--- src/rtl/adc_seq_pkg.sv ---
// Package: shared state codes, register offsets and bit positions for the
// ADC conversion sequencer. Assumes byte addressing with 32-bit registers.
package adc_seq_pkg;

    // Operating state codes, visible in status bits [2:0].
    typedef enum logic [2:0] {
        ST_IDLE = 3'd0,
        ST_PDN  = 3'd1,
        ST_WAIT = 3'd2,
        ST_CAL  = 3'd3,
        ST_SAMP = 3'd4,
        ST_CONV = 3'd6
    } seq_state_t;

    localparam int ADDR_W    = 12;
    localparam logic [ADDR_W-1:0] OFS_CTRL = 12'h000;
    localparam logic [ADDR_W-1:0] OFS_STAT = 12'h004;
    localparam logic [ADDR_W-1:0] OFS_ISR  = 12'h010;
    localparam logic [ADDR_W-1:0] OFS_IMR  = 12'h020;
    localparam logic [ADDR_W-1:0] OFS_CIMR = 12'h024;
    localparam logic [ADDR_W-1:0] OFS_NCMR = 12'h0A4;
    localparam logic [ADDR_W-1:0] OFS_RES  = 12'h100;

    localparam int CTRL_PD     = 0;
    localparam int CTRL_CLKSEL = 8;
    localparam int CTRL_CALGO  = 14;
    localparam int CTRL_GO     = 24;
    localparam int CTRL_MODE   = 29;
    localparam int STAT_CALBSY = 29;
    localparam int STAT_CALBAD = 30;
    localparam int ISR_EOC     = 1;

endpackage

--- src/rtl/adc_seq_fsm.sv ---
// Module: operating-state sequencer. Walks power-down, wake, calibration and
// the sample/convert scan over a snapshot of the channel mask.
// Assumes go pulses arrive only while idle; pd_req overrides every state.
module adc_seq_fsm
    import adc_seq_pkg::*;
#(
    parameter int NUM_CH   = 4,
    parameter int SAMP_CYC = 3,
    parameter int CONV_CYC = 4,
    parameter int CAL_CYC  = 8,
    parameter int WAKE_CYC = 2,
    localparam int CH_W    = (NUM_CH > 1) ? $clog2(NUM_CH) : 1
) (
    input  logic              clk,
    input  logic              rst_n,
    input  logic              pd_req,
    input  logic              conv_go,
    input  logic              cal_go,
    input  logic [NUM_CH-1:0] chan_mask,
    input  logic              cal_ok,
    output seq_state_t        state_o,
    output logic [CH_W-1:0]   chan_o,
    output logic              res_we,
    output logic              eoc_set,
    output logic              cal_fail_o
);

    localparam int MAX_AB = (SAMP_CYC > CONV_CYC) ? SAMP_CYC : CONV_CYC;
    localparam int MAX_CD = (CAL_CYC > WAKE_CYC) ? CAL_CYC : WAKE_CYC;
    localparam int MAX_C  = (MAX_AB > MAX_CD) ? MAX_AB : MAX_CD;
    localparam int CNT_W  = $clog2(MAX_C + 1);

    seq_state_t        state_q, state_d;
    logic [CNT_W-1:0]  cnt_q, cnt_d;
    logic [NUM_CH-1:0] pend_q, pend_d, rest;
    logic [CH_W-1:0]   chan_q, chan_d;
    logic              fail_q, fail_d;

    // Index of the lowest set bit in a channel mask.
    function automatic logic [CH_W-1:0] lowest(input logic [NUM_CH-1:0] m);
        logic [CH_W-1:0] idx;
        idx = '0;
        for (int i = NUM_CH - 1; i >= 0; i--) begin
            if (m[i]) idx = CH_W'(i);
        end
        return idx;
    endfunction

    // Next-state, counter and scan bookkeeping.
    always_comb begin
        state_d = state_q;
        cnt_d   = cnt_q;
        pend_d  = pend_q;
        chan_d  = chan_q;
        fail_d  = fail_q;
        res_we  = 1'b0;
        eoc_set = 1'b0;
        rest    = pend_q;
        rest[chan_q] = 1'b0;
        if (pd_req) begin
            state_d = ST_PDN;
            pend_d  = '0;
            cnt_d   = '0;
        end else begin
            unique case (state_q)
                ST_PDN: begin
                    state_d = ST_WAIT;
                    cnt_d   = '0;
                end
                ST_WAIT: begin
                    if (cnt_q == CNT_W'(WAKE_CYC - 1)) state_d = ST_IDLE;
                    else cnt_d = cnt_q + 1'b1;
                end
                ST_IDLE: begin
                    cnt_d = '0;
                    if (cal_go) begin
                        state_d = ST_CAL;
                    end else if (conv_go) begin
                        if (chan_mask == '0) begin
                            eoc_set = 1'b1;
                        end else begin
                            pend_d  = chan_mask;
                            chan_d  = lowest(chan_mask);
                            state_d = ST_SAMP;
                        end
                    end
                end
                ST_CAL: begin
                    if (cnt_q == CNT_W'(CAL_CYC - 1)) begin
                        state_d = ST_IDLE;
                        fail_d  = !cal_ok;
                        cnt_d   = '0;
                    end else cnt_d = cnt_q + 1'b1;
                end
                ST_SAMP: begin
                    if (cnt_q == CNT_W'(SAMP_CYC - 1)) begin
                        state_d = ST_CONV;
                        cnt_d   = '0;
                    end else cnt_d = cnt_q + 1'b1;
                end
                ST_CONV: begin
                    if (cnt_q == CNT_W'(CONV_CYC - 1)) begin
                        res_we = 1'b1;
                        pend_d = rest;
                        cnt_d  = '0;
                        if (rest == '0) begin
                            state_d = ST_IDLE;
                            eoc_set = 1'b1;
                        end else begin
                            chan_d  = lowest(rest);
                            state_d = ST_SAMP;
                        end
                    end else cnt_d = cnt_q + 1'b1;
                end
                default: state_d = ST_PDN;
            endcase
        end
    end

    // State registers; reset lands in power-down.
    always_ff @(posedge clk) begin
        if (!rst_n) begin
            state_q <= ST_PDN;
            cnt_q   <= '0;
            pend_q  <= '0;
            chan_q  <= '0;
            fail_q  <= 1'b0;
        end else begin
            state_q <= state_d;
            cnt_q   <= cnt_d;
            pend_q  <= pend_d;
            chan_q  <= chan_d;
            fail_q  <= fail_d;
        end
    end

    assign state_o    = state_q;
    assign chan_o     = chan_q;
    assign cal_fail_o = fail_q;

    p_pd_enter_r2: assert property (@(posedge clk) disable iff (!rst_n)
        pd_req |=> state_q == ST_PDN);
    p_wait_path_r3: assert property (@(posedge clk) disable iff (!rst_n)
        (state_q == ST_WAIT) |-> ($past(state_q) == ST_PDN || $past(state_q) == ST_WAIT));
    p_cal_entry_r4: assert property (@(posedge clk) disable iff (!rst_n)
        (state_q == ST_IDLE && cal_go && !pd_req) |=> state_q == ST_CAL);
    p_conv_order_r6: assert property (@(posedge clk) disable iff (!rst_n)
        (state_q == ST_CONV) |-> ($past(state_q) == ST_SAMP || $past(state_q) == ST_CONV));
    p_eoc_source_r7: assert property (@(posedge clk) disable iff (!rst_n)
        eoc_set |-> (state_q == ST_CONV || state_q == ST_IDLE));

endmodule

--- src/rtl/adc_seq_results.sv ---
// Module: per-channel result storage. One register per channel, loaded from
// the sample input when the sequencer strobes the write for that channel.
// Assumes ch is below NUM_CH whenever we is high.
module adc_seq_results #(
    parameter int NUM_CH  = 4,
    parameter int DATA_W  = 12,
    localparam int CH_W   = (NUM_CH > 1) ? $clog2(NUM_CH) : 1
) (
    input  logic                           clk,
    input  logic                           rst_n,
    input  logic                           we,
    input  logic [CH_W-1:0]                ch,
    input  logic [DATA_W-1:0]              din,
    output logic [NUM_CH-1:0][DATA_W-1:0]  res_o
);

    for (genvar g = 0; g < NUM_CH; g++) begin : g_chan
        // Capture the converted value for channel g.
        always_ff @(posedge clk) begin
            if (!rst_n)                         res_o[g] <= '0;
            else if (we && ch == CH_W'(g))      res_o[g] <= din;
        end
    end

    p_res_hold_r6: assert property (@(posedge clk) disable iff (!rst_n)
        !we |=> $stable(res_o));

endmodule

--- src/rtl/adc_seq_regs.sv ---
// Module: register file and bus decode. Holds control fields, interrupt
// status and masks, and the channel mask, and forms the start pulses.
// Assumes single-cycle write strobes and one read per bus_re cycle.
module adc_seq_regs
    import adc_seq_pkg::*;
#(
    parameter int NUM_CH = 4,
    parameter int DATA_W = 12
) (
    input  logic                          clk,
    input  logic                          rst_n,
    input  logic [ADDR_W-1:0]             bus_addr,
    input  logic [31:0]                   bus_wdata,
    input  logic                          bus_we,
    input  logic                          bus_re,
    output logic [31:0]                   bus_rdata,
    input  seq_state_t                    state_i,
    input  logic                          cal_fail_i,
    input  logic                          eoc_set_i,
    input  logic [NUM_CH-1:0][DATA_W-1:0] results_i,
    output logic                          pd_q_o,
    output logic                          conv_go_o,
    output logic                          cal_go_o,
    output logic [NUM_CH-1:0]             chan_mask_o,
    output logic                          irq_o
);

    logic              pd_q, clksel_q, mode_q, eoc_q;
    logic [1:0]        imr_q;
    logic [NUM_CH-1:0] cimr_q, ncmr_q;
    logic [31:0]       rd_val, rdata_q;
    logic              wr_ctrl, go_ok, eoc_clr;

    assign wr_ctrl = bus_we && bus_addr == OFS_CTRL;
    assign go_ok   = wr_ctrl && state_i == ST_IDLE && !pd_q
                     && !bus_wdata[CTRL_PD] && !bus_wdata[CTRL_MODE];
    assign cal_go_o  = go_ok && bus_wdata[CTRL_CALGO];
    assign conv_go_o = go_ok && bus_wdata[CTRL_GO] && !bus_wdata[CTRL_CALGO];
    assign eoc_clr   = bus_we && bus_addr == OFS_ISR && bus_wdata[ISR_EOC];

    // Control fields and mask registers written from the bus.
    always_ff @(posedge clk) begin
        if (!rst_n) begin
            pd_q     <= 1'b1;
            clksel_q <= 1'b0;
            mode_q   <= 1'b0;
            imr_q    <= '0;
            cimr_q   <= '0;
            ncmr_q   <= '0;
        end else if (bus_we) begin
            if (bus_addr == OFS_CTRL) begin
                pd_q     <= bus_wdata[CTRL_PD];
                clksel_q <= bus_wdata[CTRL_CLKSEL];
                mode_q   <= bus_wdata[CTRL_MODE];
            end
            if (bus_addr == OFS_IMR)  imr_q  <= bus_wdata[1:0];
            if (bus_addr == OFS_CIMR) cimr_q <= bus_wdata[NUM_CH-1:0];
            if (bus_addr == OFS_NCMR) ncmr_q <= bus_wdata[NUM_CH-1:0];
        end
    end

    // End-of-conversion flag: set by the sequencer, cleared by writing one.
    always_ff @(posedge clk) begin
        if (!rst_n)         eoc_q <= 1'b0;
        else if (eoc_set_i) eoc_q <= 1'b1;
        else if (eoc_clr)   eoc_q <= 1'b0;
    end

    // Read multiplexer over all mapped registers.
    always_comb begin
        rd_val = '0;
        unique case (bus_addr)
            OFS_CTRL: begin
                rd_val[CTRL_PD]     = pd_q;
                rd_val[CTRL_CLKSEL] = clksel_q;
                rd_val[CTRL_MODE]   = mode_q;
            end
            OFS_STAT: begin
                rd_val[2:0]         = state_i;
                rd_val[STAT_CALBSY] = (state_i == ST_CAL);
                rd_val[STAT_CALBAD] = cal_fail_i;
            end
            OFS_ISR:  rd_val[ISR_EOC]     = eoc_q;
            OFS_IMR:  rd_val[1:0]         = imr_q;
            OFS_CIMR: rd_val[NUM_CH-1:0]  = cimr_q;
            OFS_NCMR: rd_val[NUM_CH-1:0]  = ncmr_q;
            default: begin
                for (int i = 0; i < NUM_CH; i++) begin
                    if (bus_addr == ADDR_W'(OFS_RES + 4 * i))
                        rd_val[DATA_W-1:0] = results_i[i];
                end
            end
        endcase
    end

    // Registered read data, one cycle after the strobe.
    always_ff @(posedge clk) begin
        if (!rst_n)      rdata_q <= '0;
        else if (bus_re) rdata_q <= rd_val;
        else             rdata_q <= '0;
    end

    assign bus_rdata   = rdata_q;
    assign pd_q_o      = pd_q;
    assign chan_mask_o = ncmr_q;
    assign irq_o       = eoc_q && imr_q[ISR_EOC];

    p_eoc_set_r7: assert property (@(posedge clk) disable iff (!rst_n)
        eoc_set_i |=> eoc_q);
    p_eoc_w1c_r8: assert property (@(posedge clk) disable iff (!rst_n)
        (eoc_clr && !eoc_set_i) |=> !eoc_q);
    p_irq_cause_r9: assert property (@(posedge clk) disable iff (!rst_n)
        $rose(irq_o) |-> $past(eoc_set_i || (bus_we && bus_addr == OFS_IMR)));
    p_go_quiet_r5: assert property (@(posedge clk) disable iff (!rst_n)
        (state_i != ST_IDLE) |-> !(conv_go_o || cal_go_o));

endmodule

--- src/rtl/adc_seq_ctrl.sv ---
// Module: top of the ADC conversion sequencer. Ties the register file, the
// state sequencer and the result storage together.
// Assumes the converter model presents ana_sample for the channel on ana_chan.
module adc_seq_ctrl
    import adc_seq_pkg::*;
#(
    parameter int NUM_CH   = 4,
    parameter int DATA_W   = 12,
    parameter int SAMP_CYC = 3,
    parameter int CONV_CYC = 4,
    parameter int CAL_CYC  = 8,
    parameter int WAKE_CYC = 2,
    localparam int CH_W    = (NUM_CH > 1) ? $clog2(NUM_CH) : 1
) (
    input  logic              clk,
    input  logic              rst_n,
    input  logic [11:0]       bus_addr,
    input  logic [31:0]       bus_wdata,
    input  logic              bus_we,
    input  logic              bus_re,
    output logic [31:0]       bus_rdata,
    input  logic [DATA_W-1:0] ana_sample,
    input  logic              ana_cal_ok,
    output logic [CH_W-1:0]   ana_chan,
    output logic              irq
);

    seq_state_t                    state;
    logic                          pd_q, conv_go, cal_go, res_we, eoc_set, cal_fail;
    logic [NUM_CH-1:0]             chan_mask;
    logic [NUM_CH-1:0][DATA_W-1:0] results;

    adc_seq_regs #(.NUM_CH(NUM_CH), .DATA_W(DATA_W)) u_regs (
        .clk(clk), .rst_n(rst_n),
        .bus_addr(bus_addr), .bus_wdata(bus_wdata), .bus_we(bus_we),
        .bus_re(bus_re), .bus_rdata(bus_rdata),
        .state_i(state), .cal_fail_i(cal_fail), .eoc_set_i(eoc_set),
        .results_i(results), .pd_q_o(pd_q), .conv_go_o(conv_go),
        .cal_go_o(cal_go), .chan_mask_o(chan_mask), .irq_o(irq)
    );

    adc_seq_fsm #(.NUM_CH(NUM_CH), .SAMP_CYC(SAMP_CYC), .CONV_CYC(CONV_CYC),
                  .CAL_CYC(CAL_CYC), .WAKE_CYC(WAKE_CYC)) u_fsm (
        .clk(clk), .rst_n(rst_n), .pd_req(pd_q), .conv_go(conv_go),
        .cal_go(cal_go), .chan_mask(chan_mask), .cal_ok(ana_cal_ok),
        .state_o(state), .chan_o(ana_chan), .res_we(res_we),
        .eoc_set(eoc_set), .cal_fail_o(cal_fail)
    );

    adc_seq_results #(.NUM_CH(NUM_CH), .DATA_W(DATA_W)) u_res (
        .clk(clk), .rst_n(rst_n), .we(res_we), .ch(ana_chan),
        .din(ana_sample), .res_o(results)
    );

endmodule

--- config.mk ---
export PLATFORM = sky130hd
export DESIGN_NAME = adc_seq_ctrl
export DESIGN_NICKNAME = d
export VERILOG_FILES = /design/src/rtl/adc_seq_pkg.sv /design/src/rtl/adc_seq_fsm.sv /design/src/rtl/adc_seq_results.sv /design/src/rtl/adc_seq_regs.sv /design/src/rtl/adc_seq_ctrl.sv
export SDC_FILE = /design/constraint.sdc
export NUM_CORES = 1
export LEC_CHECK = 0
export BUFFER_PORTS_ARGS = -buffer_cell sky130_fd_sc_hd__buf_2
export CORE_ASPECT_RATIO = 0.75
export CORE_MARGIN = 2
export CORE_UTILIZATION = 55
export CTS_BUF_LIST = sky130_fd_sc_hd__clkbuf_16
export CTS_CLUSTER_DIAMETER = 50
export DETAILED_ROUTE_END_ITERATION = 10
export GPL_TIMING_DRIVEN = 0
export PLACE_DENSITY = 0.8
export SETUP_SLACK_MARGIN = 0.4
export SLEW_MARGIN = 25
export SYNTH_ARGS = -nofsm -noshare
export SYNTH_HDL_FRONTEND = slang
export SYNTH_SLANG_ARGS = --single-unit
export TNS_END_PERCENT = 10
--- constraint.sdc ---
create_clock -name clk -period 3.1 [get_ports clk]
set_clock_uncertainty 0.1 [all_clocks]
set_input_delay 0.465 -clock clk [delete_from_list [all_inputs] [get_ports clk]]
set_output_delay 0.465 -clock clk [all_outputs]
set_load 0.05 [all_outputs]
# [Yosys cells after proc, flatten, opt, wreduce, memory -nomap -nowiden]
# Cells that the tools add are included.
[op_classes] n_eq_ne=32 n_lt_le_gt_ge=2 bitwise_logic=5 n_mux=57 n_reduce_logical=46 addsub=1
[op_table] operator="$eq A12 B9 Y1 const B" n=4
[op_table] operator="$mux W12" n=4
[op_table] operator="$mux W4" n=8
[op_table] operator="$mux W2" n=13
[op_table] operator="$eq A12 B6 Y1 const B" n=2
[op_table] operator="$mux W3" n=8
[op_table] operator="$pmux W4 S5" n=1
[op_table] operator="$pmux W3 S6" n=1
[op_table] operator="$logic_and A1 B1 Y1" n=16
[op_table] operator="$eq A12 B3 Y1 const B" n=1
[op_table] operator="$eq A12 B5 Y1 const B" n=1
[op_table] operator="$eq A12 B8 Y1 const B" n=1
[op_table] operator="$logic_not A12 Y1" n=1
[op_table] operator="$mux W1" n=12
[op_table] operator="$pmux W1 S6" n=2
[op_table] operator="$reduce_and A2 Y1" n=6
[op_table] operator="$ne A2 B2 Y1 const B" n=5
[op_table] operator="$eq A4 B2 Y1 const B" n=2
[op_table] operator="$logic_not A4 Y1" n=2
[op_table] operator="$ne A2 B1 Y1 const B" n=4
[op_table] operator="$pmux W4 S2" n=1
[op_table] operator="$reduce_or A8 Y1" n=1
[op_table] operator="$reduce_and A7 Y1" n=1
[op_table] operator="$eq A3 B2 Y1 const B" n=2
[op_table] operator="30 further kinds" n=44
[word_totals] word_cells=163 in_bits=61 ff_bits=108

# [Depth between registers and ports, before layout]
# Gate-level depths: netlist of the first run.
[logic_depth] word_depth=13 mapped_depth=8 depth_no_buf=7

# [By module]
# From an unflattened synthesis of the first run, not the netlist that was laid out.
[hier_totals] cells_unflattened=509 hier_area_um2=4654.5
[by_module_without_submodules] mod="adc_seq_results" cells_each=171 seq_area_each_um2=960.9 instances=1 area_each_um2=1781.7
[by_module_without_submodules] mod="adc_seq_regs" cells_each=199 seq_area_each_um2=560.5 instances=1 area_each_um2=1767.9
[by_module_without_submodules] mod="adc_seq_fsm" cells_each=139 seq_area_each_um2=280.3 instances=1 area_each_um2=1104.8

# [Worst setup path after synthesis of the first run]
# OpenSTA, ideal clock, no wires.
[synth_path] path_kind="input to register" from="input bus_addr[4]" to="register u_fsm.pend_q[3]" stages=6 t_arrival_ps=2316 required_ps=2883 setup_time_ps=117 path_buffers=1 setup_slack_ps=567 path_cell_list="buf_6 -> or4_4 -> nor4_4 -> nand4_4 -> and4_4 -> a32o_1"
[synth_between] elab_chain_len=10 word_cells_on_any_way=12
[synth_lines] element="from (decl)" line_no="adc_seq_ctrl.sv:17" source="input logic [11:0] bus_addr,"
[synth_lines] element="$logic_not A12 Y1 *" line_no="adc_seq_regs.sv:34" source="assign wr_ctrl = bus_we && bus_addr == OFS_CTRL;"
[synth_lines] element="$logic_and A1 B1 Y1 *" line_no="adc_seq_regs.sv:34"
[synth_lines] element="$logic_and A1 B1 Y1 * (2 in series)" line_no="adc_seq_regs.sv:35" source="assign go_ok = wr_ctrl && state_i == ST_IDLE && !pd_q"
[synth_lines] element="$logic_and A1 B1 Y1 * (2 in series)" line_no="adc_seq_regs.sv:36" source="&& !bus_wdata[CTRL_PD] && !bus_wdata[CTRL_MODE];"
[synth_lines] element="$logic_and A1 B1 Y1 (2 in series)" line_no="adc_seq_regs.sv:38" source="assign conv_go_o = go_ok && bus_wdata[CTRL_GO] && !bus_wdata[CTRL_CALGO];"
[synth_lines] element="$ne A2 B2 Y1 (no line)"
[synth_lines] element="$reduce_and A5 Y1 (no line) *"
[synth_lines] element="to (signal assigned)" line_no="adc_seq_fsm.sv:131" source="pend_q <= pend_d;"
[synth_lines] element="to (decl)" line_no="adc_seq_fsm.sv:35" source="logic [NUM_CH-1:0] pend_q, pend_d, rest;"
# Every way passes the cells marked *; elsewhere a longest branch is shown, timed or not.
# A chain may end at the register's enable or synchronous reset.

# [Final worst setup path of the first run]
[layout_path] from="input bus_addr[8]" to="register u_fsm.pend_q[1]"
# Same word-level chain as after synthesis.

==> qor.txt, run 1 <==
Leak = 1.91 nW
R2R depth = 8
Final Slew Violations = 0
Metal-1 WL = 5450 µm
Final antenna-violating net count = 0
Pwr per Cell Area = 471 nW/µm²
Final hold slack = 0.277 ns
Avg Vias per Cell = 6.07
Synth area leader = dfxtp_1
Routed WL per cell = 17.4 µm
I/O pins = 96
Number of CTS-inserted buffers = 9
Min-delay src = bus_wdata[8]
Place WS = 0.127 ns
DR iter-0 viols = 464
Area added between synthesis and finish = 17.4%
Worst flop-to-flop path endpoint = u_res.res_o[19]$_SDFFE_PN0P_
Largest cells by area after synthesis = dfxtp_1 (40%), mux2i_1 (8.9%), nor2_1 (5.9%), nand2_1 (4.0%), a21oi_1 (3.7%)
CTS sink cnt = 90
Synth unique cells = 66
Max_cap viols = 0
Finished Layout Cells = 723
Core footprint = 7920 µm²
Clock root buffer = clkbuf_16
Gate Count Post-Synth = 535
Synth top area share = 40.0%
Antenna violations before repair = 0
Overall power = 2.49 mW
Post-Route WL = 12600 µm
Setup-failing EPs final = 0
Vias = 4387
Final Wtd Congestion = 0.989
Least-Margin Pin Slew = 0.797 ns
Fin crit period = 2.64 ns
Max frequency = 0.379 GHz
Final WS setup = 0.460 ns
Worst Setup End Kind = register
Post-synth top flop = dfxtp_1
Chip width = 108 µm
Asr flop ratio synth = 0%
Top sig layer = met4
Ys Warns = 0
Final Hold Viols = 0
Routed wl met2 = 5530 µm
CTS tree = done
Post-route DRC violation count = 0
Slew HR = 46.3%
Total GRT Usage = 28.4%
CP Launch Type = input pin
Seq/Total Area, Yosys = 40.0%
Dpl cell area = 4950 µm²
EDFF count, synth = 0
CP Max Fanout = 9
CTS Buffer Depth = 2
Design Area, Final = 5280 µm²
Max VDD drop = 0.300 mV
R2R setup slack = 0.49 ns
DP HPWL = 8790 µm
Antenna cells = 0
Worst Hold End = u_regs.clksel_q$_SDFFE_PN0P_
Die Ht = 82.4 µm
Worst-Skew Late Latency = 0.34 ns
RSZ-0062 raised after global routing = true
Fraction of layout cells with a size suffix above 1 = 17.8%
Post-CTS Setup Bufs = 0
Arrival time of the worst setup path = 2.77 ns
Number of global-route vias before repair = 3882
Hold Path Class = input pin to register
Port buffer count = 50
Status = finished clean
First-pass GRT wire length = 19600 µm
Rows = 28
Synth Register Bits = 90
Initial core utilization = 56.9%
DRT Pass-1 Iters = 5
Worst-path clk slew = 0.07 ns
Overflow after GRT = 0
CTS H-tree depth = 3
Cells on Worst Hold Path = 3
Die area = 8930 µm²
WS Path Type = input pin to register
Largest net degree at the start of global routing = 16
Fin nets = 677
Period utilisation layout = 85.2%
Synth Cell Area = 4500 µm²
Worst reg2reg startpoint = u_fsm.state_o[0]$_SDFFE_PP1P_
Fin util = 66.7%
Setup TNS = 0 ns
WP data required = 3.23 ns
Avg Synthesized Cell Area = 8.41 µm²
Inst Count DP = 707
Metal3 WL = 1400 µm
[power breakdown]
group          leakage, nW  total [mW]  internal (mW)  switching [mW]
clock                0.157        1.17          0.706           0.463
sequential           0.725        1.16           1.16       0.0000192
combinational         1.03       0.165         0.0466           0.119
total                 1.91        2.49           1.91           0.582
[logic make-up (layout without fill, tap and decap cells)]
family / Yosys count / count (layout) / synth area share, %
multiplexers: 48 / 48 / 10.9
AND/OR/NAND/NOR: 206 / 206 / 23.0
other: 1 / 18 / 0.0833
buffers and inverters: 64 / 130 / 7.09
flip-flops: 90 / 90 / 40.0
AO/OA/AOI/OAI: 118 / 118 / 17.1
XOR/XNOR: 5 / 5 / 0.973
adder cells (fa/ha/maj): 3 / 3 / 0.834
[placed cells by master, fill, tap and decap left out, types with 5 or more instances in the layout]
cell type,n
dfxtp_1,90
nor2_1,71
buf_2,52
nand2_1,48
mux2i_1,40
a21oi_1,33
clkbuf_1,30
o21ai_0,26
nand3_1,21
buf_4,18
conb_1,18
nor3_1,13
inv_1,9
clkbuf_16,9
mux2_2,8
o21a_1,7
nand2b_1,7
a222oi_1,7
nor4_1,6
o22ai_1,6
a221oi_1,5
a32o_1,5
[metal layers]
layer | track usage [%] | vias to the layer above
li1 | - | 2055
met3 | 6.36 | 24
met4 | 9.10 | 0
met5 | 0 | -
met2 | 44.8 | 265
met1 | 39.0 | 2043
[how the worst max path moves through the flow]
stage | start | to | depth (start not counted)
6_report | bus_addr[8] | u_fsm.pend_q[1]$_SDFFE_PP0P_ | 7
5_1_grt | u_fsm.state_o[0]$_SDFFE_PP1P_ | u_res.res_o[30]$_SDFFE_PN0P_ | 8
4_1_cts | u_fsm.state_o[0]$_SDFFE_PP1P_ | u_res.res_o[5]$_SDFFE_PN0P_ | 8
3_5_place_dp | bus_addr[8] | u_fsm.pend_q[0]$_SDFFE_PP0P_ | 7
3_3_place_gp | bus_addr[8] | u_fsm.pend_q[1]$_SDFFE_PP0P_ | 7
2_1_floorplan | bus_addr[4] | u_fsm.pend_q[3]$_SDFFE_PP0P_ | 6
[cell usage after synthesis (all sizes together) (9+ instances only)]
library cell  number
nor3              14
dfxtp             90
nor2              71
nand2             48
a21oi             34
nand3             21
clkbuf            32
buf               23
inv                9
mux2i             40
o21ai             30
[state kept, by name, indices dropped and copies added (netlist names), 2 cells and up]
register            flops
u_fsm.pend_q            4
u_fsm.state_o           3
u_fsm.cnt_q             4
u_regs.cimr_q           4
u_regs.imr_q            2
u_regs.bus_rdata       14
u_res.res_o            48
u_regs.chan_mask_o      4
u_fsm.chan_o            2
[area by class of cell]
class                      count  area, µm²
sequential                    90       1800
fill                         659       2630
multi-input combinational    398       2460
timing repair buffer          50        250
tap                          105        131
inverter                       9       33.8
buffer                        55        292
clock inverter                 7       93.8
clock buffer                   9        225
[critical path, cell delays in order]
cell and delay (ns):
buf_2 0.11, or4_1 0.52, clkbuf_1 0.18, nor4_4 0.66, nand4_4 0.31, and4_4 0.30, a32o_1 0.21
[timing repair]
item                                    in CTS  in global routing
endpoints found under the setup margin       0                 33
gates resized for setup                      0                  8
hold endpoints to repair                     0                  0
hold buffers                                 0                  0
Power figures use the tool's default switching activity.
==> inputs of run 2 (changes only) <==
--- a/config.mk
+++ b/config.mk
@@ -5,6 +5,7 @@
 export SDC_FILE = /design/constraint.sdc
 export NUM_CORES = 1
 export LEC_CHECK = 0
+export ABC_AREA = 1
 export BUFFER_PORTS_ARGS = -buffer_cell sky130_fd_sc_hd__buf_2
 export CORE_ASPECT_RATIO = 0.75
 export CORE_MARGIN = 2
==> run 2 against run 1 <==
Effect of this change: synthesized area fell by 0.94%; design area decreased by 1.4%; count of clock-buffer cells in the layout did not move; sequential share of layout area up 0.49 points; die area is 0.90% lower; core utilization shrank 0.66 points; critical path type is now register to register; highest routed layer unchanged.
==> qor.txt, run 2 <==
Largest cells by area after synthesis = dfxtp_1 (40%), a21oi_1 (8.9%), inv_1 (8.3%), nand2_1 (7.5%), nor2_1 (5.6%)
Max VDD drop = 0.251 mV
Most frequent cells in the layout = inv_1 (99), dfxtp_1 (90), nand2_1 (89), a21oi_1 (79), nor2_1 (66)
Worst-path clk slew = 0.08 ns
Final Slew Violations = 0
Post-Route WL = 11500 µm
Switch share = 25.7%
Combinational fraction of design power = 6.8%
Register area = 1800 µm²
Initial core utilization = 56.6%
Number of global-route vias before repair = 3966
Overall power = 2.38 mW
CP bufs+invs = 3
Post-route DRC violation count = 0
CP Launch Type = register
Status = finished clean
Die Ht = 82.0 µm
Gate Count Post-Synth = 623
Avg Vias per Cell = 5.41
RSZ-0062 raised after global routing = false
CTS Buffer Depth = 2
Final antenna-violating net count = 0
Fillers = 692
Overflow after GRT = 0
Rows = 28
Antenna violations before repair = 0
Max_cap viols = 0
Critical path's top delay family = simple AND/OR/NAND/NOR gates
Register with the most flip-flops = u_res.res_o
Post-synth top cells = inv_1 (99), dfxtp_1 (90), nand2_1 (89), a21oi_1 (79), nor2_1 (66)
Worst Setup End Kind = register
Crit-path max cell delay = 0.45 ns
CTS sink cnt = 90
Final Hold Viols = 0
Area added between synthesis and finish = 16.8%
Routed WL per cell = 14.1 µm
Least-Margin Pin Slew = 0.686 ns
Largest net degree at the start of global routing = 19
Max reg flops = 48
Synth Cell Area = 4460 µm²
Leak = 2.22 nW
Place WS = 0.679 ns
Post-cts sizing count = 0
EDFF count, synth = 0
Worst-Skew Late Latency = 0.34 ns
DR iter-0 viols = 557
Crit path cell chain = inv_2, nor3_4, inv_4, nor2_8, nand4_4, buf_6, o21ai_1, a21oi_1
Synth area leader = dfxtp_1
Post-synth top flop = dfxtp_1
Pwr per Cell Area = 457 nW/µm²
Synth Register Bits = 90
Port buffer count = 52
Clock power frac = 44.6%
CTS Hold Bufs = 0
Sequential group share of total power = 48.6%
Synth unique cells = 40
CTS H-tree depth = 3
Metal3 WL = 1140 µm
P_sw = 0.612 mW
Number of CTS-inserted buffers = 9
Fraction of layout cells with a size suffix above 1 = 17.1%
Multi-input logic area = 2070 µm²
Final Wtd Congestion = 0.904
Asr flop ratio synth = 0%
Seq/Total Area, Yosys = 40.4%
I/O pins = 96
Final hold slack = 0.326 ns
Most common cell after layout, fill and taps aside = inv_1
Chip width = 108 µm
Clock root buffer = clkbuf_16
Routed wl met2 = 4820 µm
Period utilisation layout = 65.2%
Metal-1 WL = 5340 µm
Setup TNS = 0 ns
Post-CTS Setup Bufs = 0
Core footprint = 7880 µm²
Arrival time of the worst setup path = 2.16 ns
Fin util = 66.1%
Cell Int Power = 1.77 mW
CTS tree = done
Setup-failing EPs final = 0
DRT Pass-1 Iters = 7
Synth top area share = 40.4%
Die area = 8850 µm²
Total GRT Usage = 27.2%
Fin nets = 767
Antenna cells = 0
Vias = 4402
WS Path Type = register to register
Max frequency = 0.495 GHz
Hold Path Class = input pin to register
Top sig layer = met4
DP HPWL = 8610 µm
Final WS setup = 1.08 ns
First-pass GRT wire length = 18700 µm
Slowest-stage cell, CP = dfxtp_1
WP data required = 3.24 ns
Ys Warns = 0
Slew HR = 54.1%
Fin crit period = 2.02 ns
Most frequent cell after synthesis = inv_1
Avg Synthesized Cell Area = 7.16 µm²
CP Max Fanout = 10
[run 2: changes by cell type in the layout (fill, tap and decap cells not counted), sizes merged, moves of 27 or more]
cell and delta:
a21oi +45, clkbuf -27, inv +99, mux2i -40, nand2 +42, o21ai +52
[run 2: final timing paths]
kind	to	slack, ns	depth (start not counted)	start
min	u_regs.clksel_q$_SDFFE_PN0P_	0.33	3	bus_wdata[8]
max	u_res.res_o[40]$_SDFFE_PN0P_	1.08	8	u_fsm.state_o[1]$_SDFFE_PP0P_
max reg2reg	u_res.res_o[40]$_SDFFE_PN0P_	1.08	8	u_fsm.state_o[1]$_SDFFE_PP0P_
min reg2reg	u_regs.clksel_q$_SDFFE_PN0P_	0.35	2	u_regs.clksel_q$_SDFFE_PN0P_
[run 2: metrics by stage]
step / instance area [µm²] / instances
after floorplan: 4520 / 640
after global placement: 4910 / 797
after detailed placement: 4910 / 797
after CTS: 5200 / 813
after global routing: 5210 / 813
final: 5210 / 813
[run 2: power by group through the flow]
stage                     clock, mW  combinational (mW)  sequential (mW)
after CTS                      1.08               0.158             1.16
final                          1.06               0.161             1.16
after global placement            0               0.154             1.18
after detailed placement          0               0.157             1.18
after global routing           1.13               0.173             1.15
after floorplan                   0               0.107             1.18
[run 2: routing by layer]
metal	vias to the layer above	track usage (%)
met5	-	0
met4	0	8.46
met3	24	7.46
met2	233	40.0
met1	1985	38.9
li1	2160	-
[run 2: logic make-up after synthesis]
| kind of cell | Yosys count | share of synthesized area (%) |
|---|---|---|
| AO/OA/AOI/OAI | 184 | 21.8 |
| adder cells (fa/ha/maj) | 3 | 0.842 |
| buffers and inverters | 139 | 14.6 |
| flip-flops | 90 | 40.4 |
| other | 1 | 0.0841 |
| AND/OR/NAND/NOR | 206 | 22.2 |
[run 2: tightest hold or removal path, cell delays in order]
cell and delay (ns):
buf_2 0.07, o21ai_0 0.09, a21oi_1 0.11
[run 2: layout make-up]
class | count | share of cell area [%]
buffer | 34 | 4.92
clock buffer | 9 | 4.32
clock inverter | 7 | 1.23
inverter | 105 | 7.61
timing repair buffer | 52 | 5.00
multi-input combinational | 411 | 39.8
sequential | 90 | 34.6
tap | 105 | 2.52
